--- src/rtl/enc_pkg.sv ---
`timescale 1ns/1ps
// Shared definitions for the two-step encoder.
// Assumes: two fine residue channels, identified by one bit.
package enc_pkg;
    // Default resolution of the coarse and fine quantizers (bits).
    localparam int unsigned CRS_BITS_DEF = 3;
    localparam int unsigned FIN_BITS_DEF = 4;

    // Residue channel identifier.
    typedef enum logic {
        CH_A = 1'b0,
        CH_B = 1'b1
    } chan_e;
endpackage

--- src/rtl/therm_count.sv ---
`timescale 1ns/1ps
// Thermometer-to-binary converter by population count.
// Does: outputs the number of set bits of the input word.
// Assumes: nothing about bit order, so bubbles are tolerated.
module therm_count #(
    parameter int unsigned W  = 7,
    localparam int unsigned BW = $clog2(W + 1)
) (
    input  logic [W-1:0]  therm_i,
    output logic [BW-1:0] count_o
);
    // Add up every set bit of the word.
    always_comb begin
        count_o = '0;
        for (int i = 0; i < int'(W); i++) begin
            count_o = count_o + BW'(therm_i[i]);
        end
    end
endmodule

--- src/rtl/coarse_hold.sv ---
`timescale 1ns/1ps
// Holds the coarse decision and channel tag of the last sample.
// Does: on a strobe, stores the coarse count and channel; marks itself
// primed once one sample has been stored since reset.
// Assumes: the channel flips between consecutive strobes.
module coarse_hold
    import enc_pkg::*;
#(
    parameter int unsigned CBW = 3
) (
    input  logic           clk,
    input  logic           rst_n,
    input  logic           strobe_i,
    input  logic [CBW-1:0] count_i,
    input  chan_e          chan_i,
    output logic [CBW-1:0] held_count_o,
    output chan_e          held_chan_o,
    output logic           primed_o
);
    // Capture the coarse sample on each strobe.
    always_ff @(posedge clk) begin
        if (!rst_n) begin
            held_count_o <= '0;
            held_chan_o  <= CH_A;
            primed_o     <= 1'b0;
        end else if (strobe_i) begin
            held_count_o <= count_i;
            held_chan_o  <= chan_i;
            primed_o     <= 1'b1;
        end
    end

    // upstream hands samples to the channels in strict turn.
    a_r4_chan_alternates: assert property (@(posedge clk) disable iff (!rst_n)
        (strobe_i && primed_o) |-> (chan_i != held_chan_o));

    // without a strobe the stored coarse word does not move.
    a_r10_hold_when_idle: assert property (@(posedge clk) disable iff (!rst_n)
        (!strobe_i) |=> $stable(held_count_o));
endmodule

--- src/rtl/merge_clamp.sv ---
`timescale 1ns/1ps
// Overlap merge of coarse and fine counts with range clamping.
// Does: registers clamp(C * 2^(FB-1) + F - 2^(FB-2)) into the output
// and raises the valid flag for one cycle.
// Assumes: FB >= 2; the output holds between valid inputs.
module merge_clamp #(
    parameter int unsigned CB = 3,
    parameter int unsigned FB = 4,
    localparam int unsigned CBW  = $clog2(2**CB),
    localparam int unsigned FBW  = $clog2(2**FB),
    localparam int unsigned OUTW = CB + FB - 1,
    localparam int unsigned SW   = OUTW + 2,
    localparam int unsigned SHIFT  = FB - 1,
    localparam int unsigned OFFSET = 2**(FB-2),
    localparam int unsigned MAXO   = 2**OUTW - 1,
    localparam int unsigned HI_F   = 2**(FB-1) + OFFSET
) (
    input  logic            clk,
    input  logic            rst_n,
    input  logic            vld_i,
    input  logic [CBW-1:0]  coarse_i,
    input  logic [FBW:0]    fine_i,
    output logic [OUTW-1:0] code_o,
    output logic            vld_o
);
    logic [SW-1:0]   sum;
    logic [OUTW-1:0] clamped;

    // Form the overlapped sum and hold it inside the output range.
    always_comb begin
        sum = (SW'(coarse_i) << SHIFT) + SW'(fine_i);
        if (sum < SW'(OFFSET)) begin
            clamped = '0;
        end else if ((sum - SW'(OFFSET)) > SW'(MAXO)) begin
            clamped = OUTW'(MAXO);
        end else begin
            clamped = OUTW'(sum - SW'(OFFSET));
        end
    end

    // Output register, loaded only for a valid merge.
    always_ff @(posedge clk) begin
        if (!rst_n) begin
            code_o <= '0;
            vld_o  <= 1'b0;
        end else begin
            vld_o <= vld_i;
            if (vld_i) begin
                code_o <= clamped;
            end
        end
    end

    // a sum below the offset lands on zero.
    a_r6_clamp_low: assert property (@(posedge clk) disable iff (!rst_n)
        (vld_i && coarse_i == '0 && fine_i < (FBW+1)'(OFFSET)) |=> (code_o == '0));

    // a top coarse code with a large fine code lands on full scale.
    a_r7_clamp_high: assert property (@(posedge clk) disable iff (!rst_n)
        (vld_i && coarse_i == '1 && fine_i >= (FBW+1)'(HI_F)) |=> (code_o == '1));
endmodule

--- src/rtl/twostep_encoder.sv ---
`timescale 1ns/1ps
// Two-step converter encoder with two interleaved fine channels.
// Does: counts the coarse and both fine thermometer words, holds the
// coarse count one conversion, picks the fine count of the held sample's
// channel, and merges the two with one bit of overlap.
// Assumes: chan_i alternates between strobes; the fine word of a sample
// arrives with the strobe after its coarse word.
module twostep_encoder
    import enc_pkg::*;
#(
    parameter int unsigned CRS_BITS = CRS_BITS_DEF,
    parameter int unsigned FIN_BITS = FIN_BITS_DEF,
    localparam int unsigned CT   = 2**CRS_BITS - 1,
    localparam int unsigned FT   = 2**FIN_BITS - 1,
    localparam int unsigned CBW  = $clog2(CT + 1),
    localparam int unsigned FBW  = $clog2(FT + 1),
    localparam int unsigned OUTW = CRS_BITS + FIN_BITS - 1,
    localparam int unsigned NCH  = 2
) (
    input  logic            clk,
    input  logic            rst_n,
    input  logic            strobe_i,
    input  logic            chan_i,
    input  logic [CT-1:0]   coarse_i,
    input  logic [FT-1:0]   fine_a_i,
    input  logic [FT-1:0]   fine_b_i,
    output logic [OUTW-1:0] code_o,
    output logic            code_vld_o
);
    logic [CBW-1:0] coarse_cnt;
    logic [FT-1:0]  fine_words [NCH];
    logic [FBW-1:0] fine_cnt   [NCH];
    logic [CBW-1:0] held_cnt;
    chan_e          held_chan;
    logic           primed;
    logic           s1_vld;
    logic [CBW-1:0] s1_coarse;
    logic [FBW-1:0] s1_fine;

    assign fine_words[0] = fine_a_i;
    assign fine_words[1] = fine_b_i;

    therm_count #(.W(CT)) u_coarse_cnt (
        .therm_i (coarse_i),
        .count_o (coarse_cnt)
    );

    // One ones-counter per fine residue channel.
    for (genvar ch = 0; ch < int'(NCH); ch++) begin : g_fine
        therm_count #(.W(FT)) u_fine_cnt (
            .therm_i (fine_words[ch]),
            .count_o (fine_cnt[ch])
        );
    end

    coarse_hold #(.CBW(CBW)) u_hold (
        .clk          (clk),
        .rst_n        (rst_n),
        .strobe_i     (strobe_i),
        .count_i      (coarse_cnt),
        .chan_i       (chan_e'(chan_i)),
        .held_count_o (held_cnt),
        .held_chan_o  (held_chan),
        .primed_o     (primed)
    );

    // Align stage: pair the held coarse count with its channel's fine count.
    always_ff @(posedge clk) begin
        if (!rst_n) begin
            s1_vld    <= 1'b0;
            s1_coarse <= '0;
            s1_fine   <= '0;
        end else begin
            s1_vld <= strobe_i && primed;
            if (strobe_i) begin
                s1_coarse <= held_cnt;
                s1_fine   <= fine_cnt[held_chan];
            end
        end
    end

    merge_clamp #(.CB(CRS_BITS), .FB(FIN_BITS)) u_merge (
        .clk      (clk),
        .rst_n    (rst_n),
        .vld_i    (s1_vld),
        .coarse_i (s1_coarse),
        .fine_i   (s1_fine),
        .code_o   (code_o),
        .vld_o    (code_vld_o)
    );

    // every output pulse traces back to a strobe two cycles earlier.
    a_r8_valid_lag: assert property (@(posedge clk) disable iff (!rst_n)
        code_vld_o |-> $past(strobe_i, 2));

    // the output word only moves together with a valid pulse.
    a_r9_hold_between: assert property (@(posedge clk) disable iff (!rst_n)
        (!code_vld_o && !$past(code_vld_o) && $past(rst_n)) |-> $stable(code_o));
endmodule

--- config.mk ---
export PLATFORM = sky130hd
export DESIGN_NAME = twostep_encoder
export DESIGN_NICKNAME = d
export VERILOG_FILES = /design/src/rtl/enc_pkg.sv /design/src/rtl/therm_count.sv /design/src/rtl/coarse_hold.sv /design/src/rtl/merge_clamp.sv /design/src/rtl/twostep_encoder.sv
export SDC_FILE = /design/constraint.sdc
export NUM_CORES = 1
export LEC_CHECK = 0
export ABC_AREA = 1
export BUFFER_PORTS_ARGS = -buffer_cell sky130_fd_sc_hd__buf_4
export CORE_ASPECT_RATIO = 0.5
export CORE_UTILIZATION = 31
export CTS_BUF_LIST = sky130_fd_sc_hd__clkbuf_8 sky130_fd_sc_hd__clkbuf_16
export DETAILED_ROUTE_END_ITERATION = 8
export PLACE_DENSITY_LB_ADDON = 0.3
export SYNTH_ARGS = -nofsm -noshare
export SYNTH_HDL_FRONTEND = slang
export SYNTH_HIERARCHICAL = 1
export SYNTH_SLANG_ARGS = --single-unit
--- constraint.sdc ---
create_clock -name clk -period 9.7 [get_ports clk]
set_input_delay 0 -clock clk [delete_from_list [all_inputs] [get_ports clk]]
set_output_delay 0 -clock clk [all_outputs]
set_load 0.01 [all_outputs]
==> results.toml, run 1 <==
[status]
status = "complete, no violations"

[drt]
vias_per_cell = 4.06
routed-via-count = 1477
route.antenna.remaining_nets = 0
drt-initial-drc-count = 32
final_wirelength_um = 3100
detailedRoute.firstPassIterationCount = 4
wl_per_cell_um = 8.51
remaining_drc_errors = 0

[critical_path]
cell_class_contributing_the_biggest_share_of_worst_path_delay = "adder cells"
timing.critical_path.arrival_ns = 3.30
critical_path.reg2reg.endpoint = "u_merge/code_o[0]$_SDFFE_PN0P_"
most_used_cell_cp = "fa_1"
cp_data_required_time_ns = 9.84
cp_num_buf_inv = 3
reg2reg_slack_ns = 7.78
crit_start = "fine_a_i[5]"
r2r_cells = 10
crit_path_end_kind = "flip-flop"
cp.depth = 13
cp_max_fo = 2
timing.critical_path.from_type = "primary input"
crit_path_end = "s1_fine[2]$_SDFFE_PN0P_"
crit_slowest_cell = "fa_1"
cp_cell_sequence = "buf_4 > fa_1 > inv_1 > fa_1 > fa_1 > fa_1 > fa_1 > fa_1 > xnor2_1 > inv_1 > nor2_1 > nor2_1 > nor2_1"
timing.critical_path.slowest_cell_delay_ns = 0.55
timing.rr.start = "s1_fine[3]$_SDFFE_PN0P_"
setup.worst_path.class = "in -> reg"

[die]
core.rowCount = 19
ioPinCount = 48
floorplan.die.height_um = 55.9
die_w_um = 110
die_area_um2 = 6150
coreArea_um2 = 5540
initial_utilization_pct = 32.6

[power_and_ir_drop]
clkPwrFrac_pct = 23.5
static-leakage-power_uw = 0.00129
switching_share_pct = 35.9
total_switching_power_uw = 138
powerDensity_nw_per_um2 = 166
internal_power_summed_over_all_cells_uw = 246
irDropWorstVdd_v = 0.0000896
p_comb_share_pct = 51.1
sequential_power_share_pct = 25.4

[synthesis]
postSynthRegisterBits = 20
synth_area_um2 = 1800
synth.lib_cells_used.distinct = 21
synth-seq-area-share_pct = 22.2
mean_area_per_synthesized_cell_um2 = 7.46
synth_cells = 242
yosysWarnings = 6

[clocking]
cts.repair_timing.setup_buffer_count = 0
tritoncts = "built"
cts_root_buffer = "clkbuf_16"
hold_fix_buffers_at_cts = 0
worst_setup_hold_path_clk_slew_ns = 0.05
clockBufferDepth = 2
cts_sink_count = 20
post_cts_resize_count = 0
numCtsBuffers = 3
clock_latency_late_sink_ns = 0.25
cts.htree.levels = 1

[final_layout]
drive_gt1_share_pct = 21.3
num-nets-final = 365
synthToLayoutAreaGrowth_pct = 28.2
n_antenna_cell = 0

[global_route]
number_of_global_route_vias_before_repair = 1421
busiest_layer = "met2"
use_met2_pct = 21.3
grt_start_max_net_pins = 23
use_met1_pct = 13.7
number_of_antenna_violations_at_the_first_check_in_global_routing = 0
grt_first_pass_wirelength_um = 5670
overflow = 0
groute.usage.overall_pct = 11.3
use_met3_pct = 1.41

[placed_design]
post-dp-hpwl_um = 2720
buffer_ports.inserted = 47
gp_routability_congestion = 0.717

[sta]
final_period_utilization_pct = 32.6
tightest_hold_margin_ns = 0.0515
timing.final.setup_violations = 0
tns_ns = 0
timing.final.hold_violations = 0
grt_setup_unrepaired = "false"
final_period_minus_worst_setup_slack_ns = 3.16
fin_skew_ns = 0.00317
slew_viols_final = 0
timing.fmax_mhz = 316

[hold_path]
hp-class = "in -> reg"

[run]
drv_cap = 0
## routing by layer
layer  vias up  routed length, um
met5         -                  0
met4         0                  0
met3         0                 60
met2        20               1660
met1       677               1380
li1        780                  -
## power by group through the flow
stage / sequential [uW] / combinational (uW) / clock (uW)
after floorplan: 98.0 / 154 / 0
after global placement: 99.0 / 191 / 0
after detailed placement: 99.2 / 201 / 0
after CTS: 97.5 / 202 / 92.7
after global routing: 98.9 / 231 / 97.0
final: 97.4 / 196 / 90.3
## layout by cell type, fill, tap and decap left out, drive strengths merged
cell type  synthesis  final
dfxtp             20     20
nand3             12     12
ha                 7      7
nand2             50     50
inv               76     76
xnor2              2      2
o21a               1      1
conb               1      2
nor2              31     31
buf                3     47
fa                25     25
clkbuf             0      4
o21ai              6      6
a21oi              8      8
## synthesized netlist by cell type (all sizes together)
| library cell | instances | area share [%] |
|---|---|---|
| xnor2 | 2 | 0.97 |
| nor2 | 31 | 7.5 |
| nand3 | 12 | 3.6 |
| fa | 25 | 28 |
| o21a | 1 | 0.42 |
| inv | 76 | 16 |
| conb | 1 | 0.21 |
| buf | 3 | 1.5 |
| ha | 7 | 4.9 |
| nand2 | 50 | 11 |
| a21oi | 8 | 2.2 |
| dfxtp | 20 | 22 |
| o21ai | 6 | 1.9 |
## kinds of logic after synthesis
family	share of synthesized area (%)
AND/OR/NAND/NOR	22.2
other	0.208
flip-flops	22.2
buffers and inverters	17.3
adder cells (fa/ha/maj)	32.6
AO/OA/AOI/OAI	4.51
XOR/XNOR	0.971
## sequential cells by signal, indices dropped and copies added, names as in the netlist
| signal | flops |
|---|---|
| s1_vld | 1 |
| s1_coarse | 3 |
| u_merge/vld_o | 1 |
| u_hold/primed_o | 1 |
| s1_fine | 4 |
| u_merge/code_o | 6 |
| u_hold/held_chan_o | 1 |
| u_hold/held_count_o | 3 |
## how the worst min path moves through the flow
stage                start                                   to  slack [ns]  cells after the start
global route         rst_n  u_hold/held_count_o[2]$_SDFFE_PN0P_        0.07                      3
global placement    chan_i      u_hold/held_chan_o$_SDFFE_PN0P_        0.30                      5
finish              chan_i      u_hold/held_chan_o$_SDFFE_PN0P_        0.05                      5
detailed placement  chan_i      u_hold/held_chan_o$_SDFFE_PN0P_        0.31                      5
floorplan            rst_n             u_merge/vld_o$_SDFF_PN0_         0.1                      2
CTS                 chan_i      u_hold/held_chan_o$_SDFFE_PN0P_        0.05                      5
## cell type report
type | instances | area, um^2
clock buffers | 4 | 88.8
flip-flops and latches | 20 | 400
repair buffers | 47 | 353
multi-input cells | 144 | 1090
inverters | 76 | 285
well taps | 73 | 91.3
fillers | 565 | 3230
## worst register-to-register path, cell delays in order (launching register included)
cell	delay (ns)
dfxtp_1	0.34
ha_1	0.16
inv_1	0.06
fa_1	0.56
nand2_1	0.09
inv_1	0.11
nand2_1	0.07
nand3_1	0.17
nand3_1	0.11
nand2_1	0.08
a21oi_1	0.06
## through the flow
stage | instances | setup WS, ns | utilization (%) | cell area [um^2] | total power, uW
final | 364 | 6.54 | 41.8 | 2310 | 383
after global routing | 364 | 6.38 | 41.8 | 2310 | 427
after CTS | 364 | 6.52 | 41.8 | 2310 | 392
after detailed placement | 360 | 6.26 | 40.2 | 2220 | 300
after global placement | 360 | 6.32 | 40.2 | 2220 | 290
after floorplan | 243 | 6.51 | - | 1810 | 252
No activity file was read; power rests on OpenSTA's default activity.
==> inputs of run 2 (changes only) <==
- ABC_AREA: 1 -> 0
- clock period: 9.7 -> 2.6 ns (I/O delays scaled with it)
==> results.toml, run 2 <==
[die]
floorplan.die.height_um = 55.2
die_area_um2 = 5990
coreArea_um2 = 5180
die_w_um = 108
core.rowCount = 18
ioPinCount = 48
initial_utilization_pct = 33.9

[power_and_ir_drop]
static-leakage-power_uw = 0.00117
powerDensity_nw_per_um2 = 664
report.power.total_uw = 1520
irDropWorstVdd_v = 0.000260

[clocking]
cts.htree.levels = 1
hold_fix_buffers_at_cts = 0
worst_setup_hold_path_clk_slew_ns = 0.06
numCtsBuffers = 3
cts_root_buffer = "clkbuf_16"
tritoncts = "built"
cts_sink_count = 20
clock_latency_late_sink_ns = 0.25
clockBufferDepth = 2

[sta]
timing.final.hold_violations = 0
slew_viols_final = 0
timing.fmax_mhz = 324
fin_skew_ns = 0.00182
timing.final.setup_violations = 4
grt_setup_unrepaired = "true"
final_period_minus_worst_setup_slack_ns = 3.09
setup_ws_ns = -0.490
final_period_utilization_pct = 119

[global_route]
number_of_global_route_vias_before_repair = 1347
overflow = 0
grt_start_max_net_pins = 21
grt_first_pass_wirelength_um = 5590
number_of_antenna_violations_at_the_first_check_in_global_routing = 0
groute.usage.overall_pct = 11.5

[drt]
route.antenna.remaining_nets = 0
detailedRoute.firstPassIterationCount = 4
wl_per_cell_um = 10.0
drt-initial-drc-count = 54
routed-via-count = 1303
final_wirelength_um = 3070
remaining_drc_errors = 0
vias_per_cell = 4.26

[run]
drv_cap = 0

[critical_path]
setup.worst_path.class = "in -> reg"
cp_max_fo = 2
cp_data_required_time_ns = 2.73
crit_slowest_cell = "fa_1"
timing.critical_path.from_type = "primary input"
most_used_cell_cp = "fa_1"
cp_cell_sequence = "buf_6 > fa_1 > inv_1 > fa_1 > fa_1 > fa_1 > fa_2 > fa_1 > xnor2_1 > mux2i_1 > a21oi_1"
cell_class_contributing_the_biggest_share_of_worst_path_delay = "adder cells"
timing.critical_path.slowest_cell_delay_ns = 0.53
crit_path_end_kind = "flip-flop"
timing.critical_path.arrival_ns = 3.22
cp_num_buf_inv = 2

[synthesis]
synth_area_um2 = 1760
yosysTopAreaCell = "fa_1"
postSynthRegisterBits = 20
synth.lib_cells_used.distinct = 31
synth-seq-area-share_pct = 22.8
ys_async_sr_fraction_pct = 0
synth_cells = 187
mean_area_per_synthesized_cell_um2 = 9.39
yosysWarnings = 6
most_area_consuming_cells_after_synthesis = "fa_1 (29%), dfxtp_1 (23%), inv_1 (12%)"
ys_top_cells_by_count = "inv_1 (54), fa_1 (25), dfxtp_1 (20)"
number_of_enable_flip_flop_cells_after_synthesis = 0
ys_dominant_reg_cell = "dfxtp_1"
synth.most_common_cell = "inv_1"
synth_largest_type_area_fraction_pct = 28.5

[status]
status = "finished with violations"
violations = "negative setup slack"

[final_layout]
n_antenna_cell = 0
largest_register_ff_count = 6
mostFrequentLayoutCell = "inv_1"
most-common-layout-cells = "inv_1 (52), buf_4 (46), fa_1 (22)"
drive_gt1_share_pct = 26.3
registers.top_by_ff_count = "u_merge/code_o"
final_cell_area_um2 = 2290
num-nets-final = 310
synthToLayoutAreaGrowth_pct = 30.4
biggest_regs = "u_merge/code_o x6, s1_fine x4"

[placed_design]
post_place_instance_area_um2 = 2180
post-dp-hpwl_um = 2620
gp_routability_congestion = 0.743
buffer_ports.inserted = 47

[hold_path]
hp-class = "in -> reg"
## run 2: changes by cell type in the layout (fill, tap and decap cells not counted), moves of 4 or more
cell / before / now
inv_1: 74 / 52
nand2_2: 5 / 0
nor2_1: 29 / 5
nand3_1: 11 / 1
nand2_1: 45 / 4
a21oi_1: 8 / 12
o21ai_0: 1 / 9
nor2b_1: 0 / 13
mux2i_1: 0 / 12
## run 2: logic make-up after synthesis
group / Yosys count / synth area share (%)
AO/OA/AOI/OAI: 31 / 11.2
XOR/XNOR: 3 / 1.50
adder cells (fa/ha/maj): 32 / 33.5
buffers and inverters: 57 / 13.1
flip-flops: 20 / 22.8
multiplexers: 12 / 6.84
other: 1 / 0.214
AND/OR/NAND/NOR: 31 / 10.8
## run 2: final timing paths
kind,start,slack [ns],depth (start not counted),to
hold reg to reg,u_hold/primed_o$_SDFFE_PN0P_,0.45,1,u_hold/primed_o$_SDFFE_PN0P_
setup reg to reg,s1_fine[3]$_SDFFE_PN0P_,0.49,7,u_merge/code_o[5]$_SDFFE_PN0P_
setup / recovery,fine_b_i[5],-0.49,11,s1_fine[2]$_SDFFE_PN0P_
hold / removal,chan_i,0.009,3,u_hold/held_chan_o$_SDFFE_PN0P_
## run 2: through the flow
step | std cells | hold WS [ns] | setup WS, ns | util [%] | setup TNS (ns)
after global placement | 302 | 0.267 | -0.700 | 42.0 | -2.16
final | 306 | 0.00941 | -0.490 | 44.2 | -1.19
after floorplan | 188 | 0.117 | -0.519 | - | -1.39
after CTS | 306 | 0.0141 | -0.517 | 44.1 | -1.27
after global routing | 306 | 0.0795 | -0.635 | 44.2 | -1.77
after detailed placement | 302 | 0.279 | -0.802 | 42.0 | -2.42
## run 2: repair_timing
action / 4_1_cts / 5_1_grt
endpoints found under the setup margin: 4 / 4
gates resized for setup: 1 / 1
pin swaps: 6 / 2
hold endpoints to repair: 0 / 0
buffers inserted: 0 / 0
## run 2: final cells by class
class | count | area [um^2]
clock inverter | 1 | 30.0
clock buffer | 3 | 75.1
inverter | 54 | 203
timing repair buffer | 47 | 357
tap | 70 | 87.6
sequential | 20 | 400
multi-input combinational | 111 | 1140
fill | 517 | 2890
## run 2: worst reg2reg max path, delay by kind of cell (launching register included)
| family | cells | cell delay [ns] |
|---|---|---|
| AND/OR/NAND/NOR | 1 | 0.36 |
| buffers and inverters | 1 | 0.05 |
| adder cells (fa/ha/maj) | 2 | 0.76 |
| flip-flops | 1 | 0.34 |
| AO/OA/AOI/OAI | 2 | 0.25 |
| multiplexers | 1 | 0.23 |
## run 2: per-layer routing
| metal | global-route usage, % | share of wire [%] | wire length [um] | up-vias |
|---|---|---|---|---|
| li1 | - | - | - | 664 |
| met1 | 14.5 | 45 | 1370 | 626 |
| met2 | 20.5 | 52 | 1610 | 11 |
| met3 | 1.18 | 1.9 | 58 | 2 |
| met4 | 4.05 | 0.88 | 27 | 0 |
| met5 | 0 | 0 | 0 | - |
## run 2: power by group
part / total, uW / internal (uW) / leakage [uW] / switching [uW]
combinational: 733 / 374 / 0.000953 / 359
sequential: 367 / 341 / 0.000164 / 26.0
clock: 420 / 305 / 0.0000511 / 115
total: 1520 / 1020 / 0.00117 / 500
==> inputs of run 3 (changes only) <==
- clock period: 2.6 -> 3.6 ns (I/O delays scaled with it)
==> results.toml, run 3 (synthesized netlist as in run 2, its figures left out) <==
[clocking]
numCtsBuffers = 3
post_cts_resize_count = 0
cts_sink_count = 20
hold_fix_buffers_at_cts = 0
cts.repair_timing.setup_buffer_count = 0
tritoncts = "built"
clockBufferDepth = 2
clock_latency_late_sink_ns = 0.25
cts_root_buffer = "clkbuf_16"
worst_setup_hold_path_clk_slew_ns = 0.06
cts.htree.levels = 1

[global_route]
groute.usage.overall_pct = 11.3
overflow = 0
grt_first_pass_wirelength_um = 5570
number_of_global_route_vias_before_repair = 1340
grt_start_max_net_pins = 21
number_of_antenna_violations_at_the_first_check_in_global_routing = 0

[placed_design]
buffer_ports.inserted = 47
post-dp-hpwl_um = 2560
numPlacedInstances = 302
gp_routability_congestion = 0.727

[die]
coreArea_um2 = 5180
core.rowCount = 18
die_area_um2 = 5990
floorplan.die.height_um = 55.2
initial_utilization_pct = 33.9
ioPinCount = 48
die_w_um = 108

[status]
status = "complete, no violations"

[final_layout]
n_antenna_cell = 0
largest_register_ff_count = 6
synthToLayoutAreaGrowth_pct = 28.8
drive_gt1_share_pct = 24.2
most-common-layout-cells = "inv_1 (54), buf_4 (47), fa_1 (25)"
layout.cells.non_filler = 306
biggest_regs = "u_merge/code_o x6, s1_fine x4"
num-nets-final = 310
mostFrequentLayoutCell = "inv_1"
registers.top_by_ff_count = "u_merge/code_o"

[drt]
routed-via-count = 1320
final_wirelength_um = 2970
vias_per_cell = 4.31
detailedRoute.firstPassIterationCount = 4
route.antenna.remaining_nets = 0
wl_per_cell_um = 9.71
remaining_drc_errors = 0
drt-initial-drc-count = 38

[critical_path]
timing.critical_path.from_type = "primary input"
crit_path_end_kind = "flip-flop"
setup.worst_path.class = "in -> reg"
r2r_cells = 7
timing.critical_path.arrival_ns = 3.29
timing.rr.start = "s1_fine[3]$_SDFFE_PN0P_"
cp_max_fo = 2
critical_path.reg2reg.endpoint = "u_merge/code_o[5]$_SDFFE_PN0P_"
cp_data_required_time_ns = 3.73
reg2reg_slack_ns = 1.48

[hold_path]
worst_hold_startpoint = "chan_i"
holdPathEnd = "u_hold/held_chan_o$_SDFFE_PN0P_"
hp-class = "in -> reg"
hold-path-cell-count = 3

[sta]
final_period_utilization_pct = 87.8
timing.final.setup_violations = 0
final_period_minus_worst_setup_slack_ns = 3.16
fin_skew_ns = 0.00360
timing.final.hold_violations = 0
slew_viols_final = 0
timing.fmax_mhz = 316
grt_setup_unrepaired = "false"
tns_ns = 0

[power_and_ir_drop]
powerDensity_nw_per_um2 = 456
static-leakage-power_uw = 0.00116
irDropWorstVdd_v = 0.000172

[run]
drv_cap = 0
## run 3: changes by cell type in the layout (fill, tap and decap cells not counted), sizes merged
cell | previous run | this run
clkbuf | 3 | 4
bufinv | 1 | 0
## run 3: through the flow
step	power (uW)	cell area, um^2	hold WS [ns]	worst slack [ns]	utilization (%)
CTS	1050	2260	0.0157	0.435	43.6
floorplan	675	1760	0.117	0.422	-
global placement	781	2170	0.267	0.239	41.9
finish	1030	2260	0.0124	0.440	43.6
global route	1150	2260	0.0792	0.268	43.6
detailed placement	799	2170	0.267	0.175	41.9
## run 3: how the worst max path moves through the flow
stage / startpoint / endpoint / slack (ns) / cells after the start
floorplan: fine_a_i[0] / s1_fine[1]$_SDFFE_PN0P_ / 0.42 / 10
global placement: fine_b_i[5] / s1_fine[2]$_SDFFE_PN0P_ / 0.24 / 11
detailed placement: fine_a_i[5] / s1_fine[2]$_SDFFE_PN0P_ / 0.18 / 11
CTS: fine_a_i[5] / s1_fine[2]$_SDFFE_PN0P_ / 0.43 / 11
global route: fine_a_i[5] / s1_fine[2]$_SDFFE_PN0P_ / 0.27 / 11
finish: fine_a_i[5] / s1_fine[2]$_SDFFE_PN0P_ / 0.44 / 11
## run 3: cell type report
class	count	area, um^2
timing repair buffer	47	353
tap	70	87.6
sequential	20	400
multi-input combinational	111	1130
inverter	54	203
fill	520	2920
clock buffer	4	88.8
## run 3: critical path, stage by stage
cell and delay, ns:
buf_4 0.12, fa_1 0.53, inv_1 0.05, fa_1 0.46, fa_1 0.53, fa_1 0.42
fa_1 0.41, fa_1 0.40, xnor2_1 0.13, mux2i_1 0.15, a21oi_1 0.08
## run 3: where the power goes
| part | leakage (uW) | internal (uW) | switching [uW] |
|---|---|---|---|
| clock network | 0.0000442 | 169 | 76.7 |
| logic | 0.000956 | 263 | 257 |
| registers | 0.000164 | 247 | 18.0 |
| total | 0.00116 | 679 | 352 |
## run 3: routing by layer
layer / routed length (um) / up-vias / GRT usage, % / share of wire (%)
met4: 12 / 0 / 2.32 / 0.40
met5: 0 / - / 0 / 0
met2: 1580 / 23 / 20.0 / 53
met3: 69 / 2 / 1.42 / 2.3
li1: - / 665 / - / -
met1: 1310 / 630 / 14.7 / 44
